<file path="src/rtl/irq_merge2.sv">
module irq_merge2 #(
  parameter int          BANK_W = 32,
  parameter int          ADDR_W = 12,
  parameter logic [31:0] LT_BANK0 = 32'h0000_0000,
  parameter logic [31:0] LT_BANK1 = 32'h1FF0_0000
) (
  input  logic                clk,
  input  logic                rst_n,
  input  logic [2*BANK_W-1:0] irq_lines,
  input  logic                req_valid,
  input  logic                req_write,
  input  logic [ADDR_W-1:0]   req_addr,
  input  logic [BANK_W-1:0]   req_wdata,
  output logic [BANK_W-1:0]   rsp_rdata,
  output logic                cpu_irq
);
  localparam int NBANK  = 2;
  localparam int LINES  = NBANK * BANK_W;
  localparam int SLOT_W = ADDR_W - 4;
  localparam logic [3:0] OFF_EVT = 4'h0;
  localparam logic [3:0] OFF_MSK = 4'h4;
  localparam logic [3:0] OFF_CLR = 4'h8;
  localparam logic [3:0] OFF_LVL = 4'hC;
  localparam logic [LINES-1:0] LT_ALL = {LT_BANK1[BANK_W-1:0], LT_BANK0[BANK_W-1:0]};

  logic [LINES-1:0] in_q, evt_q, msk_q;
  logic [NBANK-1:0] pend;
  logic [BANK_W-1:0] rd_val;

  wire [LINES-1:0] bk_in = {irq_lines[BANK_W-1:0], irq_lines[LINES-1:BANK_W]};
  wire [LINES-1:0] rise  = bk_in & ~in_q;
  wire [SLOT_W-1:0] slot = req_addr[ADDR_W-1:4];
  wire [3:0] off = req_addr[3:0];
  wire wr = req_valid && req_write;
  wire rd = req_valid && !req_write;

  always_ff @(posedge clk or negedge rst_n)
    if (!rst_n) in_q <= '0;
    else        in_q <= bk_in;

  for (genvar b = 0; b < NBANK; b++) begin : g_bank
    wire [BANK_W-1:0] lt  = LT_ALL[b*BANK_W +: BANK_W];
    wire              hit = (slot == SLOT_W'(b + 1));
    wire [BANK_W-1:0] clr = (wr && hit && off == OFF_CLR) ? (req_wdata & ~lt) : '0;
    wire [BANK_W-1:0] evt = evt_q[b*BANK_W +: BANK_W];
    wire [BANK_W-1:0] lvl = in_q[b*BANK_W +: BANK_W];
    wire [BANK_W-1:0] msk = msk_q[b*BANK_W +: BANK_W];

    always_ff @(posedge clk or negedge rst_n)
      if (!rst_n) begin
        evt_q[b*BANK_W +: BANK_W] <= '0;
        msk_q[b*BANK_W +: BANK_W] <= '0;
      end else begin
        evt_q[b*BANK_W +: BANK_W] <= (evt & ~clr) | (rise[b*BANK_W +: BANK_W] & ~lt);
        if (wr && hit && off == OFF_MSK) msk_q[b*BANK_W +: BANK_W] <= req_wdata;
      end

    assign pend[b] = |((evt | (lvl & lt)) & msk);
  end

  always_comb begin
    rd_val = '0;
    for (int b = 0; b < NBANK; b++)
      if (slot == SLOT_W'(b + 1))
        case (off)
          OFF_EVT: rd_val = evt_q[b*BANK_W +: BANK_W];
          OFF_MSK: rd_val = msk_q[b*BANK_W +: BANK_W];
          OFF_LVL: rd_val = in_q[b*BANK_W +: BANK_W];
          default: rd_val = '0;
        endcase
  end

  always_ff @(posedge clk or negedge rst_n)
    if (!rst_n) begin
      rsp_rdata <= '0;
      cpu_irq   <= 1'b0;
    end else begin
      rsp_rdata <= rd ? rd_val : '0;
      cpu_irq   <= |pend;
    end
endmodule


</file>
<file path="config.mk">
export PLATFORM = sky130hd
export DESIGN_NAME = irq_merge2
export DESIGN_NICKNAME = d
export VERILOG_FILES = /design/src/rtl/irq_merge2.sv
export SDC_FILE = /design/constraint.sdc
export NUM_CORES = 1
export LEC_CHECK = 0
export BUFFER_PORTS_ARGS = -buffer_cell sky130_fd_sc_hd__buf_2
export CORE_ASPECT_RATIO = 0.9
export CORE_MARGIN = 5
export CORE_UTILIZATION = 47
export DETAILED_ROUTE_END_ITERATION = 8
export PLACE_DENSITY_LB_ADDON = 0.2
export SETUP_SLACK_MARGIN = 0.02
export SYNTH_ARGS = -nofsm -noshare
export SYNTH_HDL_FRONTEND = slang
export SYNTH_SLANG_ARGS = --single-unit
</file>
<file path="constraint.sdc">
create_clock -name clk -period 1.78 [get_ports clk]
set_input_delay 0.267 -clock clk [delete_from_list [all_inputs] [get_ports clk]]
set_output_delay 0.267 -clock clk [all_outputs]
set_load 0.01 [all_outputs]
</file>
==> summary.txt <==
Status
  • Status: finished clean

CTS
  • Clock-pin slew on the worst setup and hold paths: around 0.060 ns
  • CTS buffer count: 23
  • Num Clock Sinks: 216
  • Clk buf depth: 3
  • Clk_lat worst skew: 0.50 ns
  • CTS tree: yes
  • H-tree lvl count: 1
  • Root buffer cell: clkbuf_16

Floorplanning
  • Starting Density: a little under half
  • Die extent in x: between 150 and 200 µm
  • Die area: between 20000 and 25000 µm²
  • IO Pins: roughly 150
  • Row Count: 48
  • Core ar.: roughly 19000 µm²
  • Die Ht: 142.1 µm

Final layout
  • Core Util, Final: around 63%
  • # diodes: 0
  • Finished Layout Cells: around 1300
  • Layout cells sized above 1: a little under a third
  • Filler cell count: between 1500 and 2000
  • Fin nets: approximately 1100
  • Cell area after layout: 12020 µm²
  • Layout area overhead: 31.99%

Placed design
  • Port bufs: 144
  • Placed Instances: around 1200
  • Area after DPL: between 10000 and 15000 µm²
  • DP Wirelength: ~17000 µm
  • Final GP Congestion: 0.8460

Logic synthesis
  • Top cells by area, synth: dfrtp_1, mux2i_1, a22o_1
  • Gate Count Post-Synth: roughly 750
  • Most frequent cell after synthesis: dfrtp_1
  • Post-Syn Nets: 860
  • Mapped cell area: 9109 µm²
  • Main flop type after synthesis: dfrtp_1
  • Number of flops mapped to enable cells by yosys: 0
  • Cell variety after synth: 32
  • Ys Warns: 0
  • Cell taking the most area after synthesis: dfrtp_1
  • Register area share after synthesis: between 50% and 60%
  • Commonest cells in the netlist: dfrtp_1, a22o_1, mux2i_1
  • Post-synth ARST share: between 90% and 100%
  • Top cell type's share of synthesized area: approximately three fifths
  • Syn avg cell area: 12.18 µm²
  • Synthesized flop and latch total: around 220

Pwr
  • Pwr dens: 859.1 nW/µm²
  • Pint: 0.008009 W
  • Max IR drop VDD: 572.8 µV
  • Total power: roughly 0.010 W
  • Sw Ratio: 22.46%
  • Flop pwr share: between 40% and 50%
  • Pleak: about 6 nW
  • Combinational share of power: just under 8%
  • Sw power: 0.002320 W
  • Clock power share: a little over two fifths

Routing
  • Detail Route Antenna Nets: 0
  • DRT Wirelength: about 26000 µm
  • Vias: around 7000
  • # DRC: 0
  • DR pass1 iterations: 5
  • WL per Instance: just over 20 µm
  • Initial drt markers: approximately 570
  • Via density: about 5.5

Global routing
  • First-pass GRT wire length: around 41000 µm
  • Total track usage: a little under a quarter
  • Vias in the first global route: 7340
  • Initial antenna violation count: 0
  • Pin count of the biggest net entering global routing: 65
  • GRT Residual Overflow: 0

Min path
  • Worst Hold Path EP: g_bank[1].msk[25]
  • Worst hold-check path type: in -> reg
  • WHS Path Cells: 2
  • HP Start: req_wdata[25]

Worst setup path
  • Crit Path Category: reg -> reg
  • Max stage delay cell, worst path: or4_1
  • Critical path startpoint category: flip-flop
  • Worst Reg-to-Reg Cells: 5
  • CP Cell Sequence: a22o_1 > a221oi_2 > buf_4 > nand4_1 > or4_1
  • R2R Setup Slk: 0.03 ns
  • Arrival time worst endpoint: between 2 and 2.5 ns
  • Crit end category: flip-flop
  • Crit-path max FO: 2
  • Reg-to-reg endpoint: cpu_irq
  • Worst r2r src: g_bank[0].msk[30]
  • Req. time, crit path: about 2.1 ns
  • Max stage delay on crit path: around 0.53 ns

STA
  • Final Max Slew Viols: 0
  • Slew HR: around 56%
  • Slew @ Worst Pin: 0.6648 ns
  • Unrepaired setup endpoints after global routing: yes
  • Fin Clk Skew: 0.005675 ns
  • Tmin final: around 1.7 ns
  • Fin Setup TNS: 0 ns
  • Period utilization: between 90% and 100%
  • FMAX: 572.8 MHz
  • Final setup viols: 0
  • Final hold vios: 0

Flow run
  • # Max-Cap Violations: 0
## power groups by stage
| stage | Sequential (W) | Clock, W | Combinational [W] |
|---|---|---|---|
| after floorplan | 0.00512 | 0 | 0.000260 |
| after global placement | 0.00513 | 0 | 0.000680 |
| after detailed placement | 0.00513 | 0 | 0.000683 |
| after CTS | 0.00504 | 0.00455 | 0.000797 |
| after global routing | 0.00504 | 0.00476 | 0.000873 |
| final | 0.00504 | 0.00450 | 0.000793 |
## area by class of cell
class	instances	area [µm²]	area share, %
clock inverter	1	5.005	0.04163
timing repair buffer	272	2007	16.69
multi-input combinational	438	3388	28.18
tap	250	312.8	2.602
sequential	216	5405	44.96
clock buffer	37	698.2	5.807
inverter	55	206.4	1.717
## registers in the layout, summed over array words and instances (netlist names)
signal and count:
cpu_irq 1, rsp_rdata 32, g_bank.evt 55, g_bank.msk 64
in_q 64
## logic make-up (layout without fill, tap and decap cells)
family          Yosys count  in the layout  synth area share, %
flops                   216            216                59.34
compound gates          184            184                14.88
mux                     128            128                14.94
simple gates            126            126                6.470
buf+inv                  94            365                4.368
## layer usage
layer | vias up | global-route usage [%] | part of all wire (%)
met4 | 0 | 5.799 | 2.4
li1 | 3219 | - | -
met1 | 3525 | 34.18 | 45
met3 | 46 | 4.561 | 6.7
met5 | - | 0 | 0
met2 | 235 | 35.98 | 46
## cell usage in the layout (no fill, tap or decap), drive strengths merged, types with 2 or more instances in the layout
cell	n
mux2i	64
a21oi	55
or2	2
dlygate4sd3	65
nand2	59
or4	2
o22ai	20
nand3	11
o2bb2ai	20
or4b	2
a221oi	16
inv	55
buf	207
nor2	38
dfrtp	216
a22o	71
mux2	64
clkbuf	37
nand4	4
o32ai	2
nor4	2
## worst max-delay path, delay by kind of cell, from the launching register on
family	cells	cell delay (ns)
compound gates	2	0.47
buf+inv	1	0.16
flops	1	0.39
simple gates	2	0.60
## timing repair
item                       4_1_cts  5_1_grt
setup endpoints to repair        1        1
hold buffers                    65        0
pin swaps                        2        3
setup buffers                    4        1
hold endpoints to repair       119        0
resized for setup               10        1
## through the flow
step | setup slack (ns) | hold WS (ns)
finish | 0.03423 | 0.04101
CTS | 0.02807 | 0.03021
detailed placement | -0.1862 | 0.2650
global placement | -0.1610 | 0.2680
global route | -0.009963 | 0.03592
floorplan | 0.009048 | -0.02859
## worst max path at each step
stage                 startpoint                 to  slack (ns)  cells past startpoint
6_report       g_bank[0].msk[30]            cpu_irq        0.03                      5
2_1_floorplan        req_addr[9]   g_bank[1].msk[1]       0.009                      5
3_5_place_dp         req_addr[9]  g_bank[0].evt[30]       -0.19                      6
4_1_cts        g_bank[0].evt[23]            cpu_irq        0.03                      5
3_3_place_gp         req_addr[9]  g_bank[0].evt[24]       -0.16                      6
5_1_grt        g_bank[1].msk[25]            cpu_irq       -0.01                      5
No activity file was read; power rests on OpenSTA's default activity.
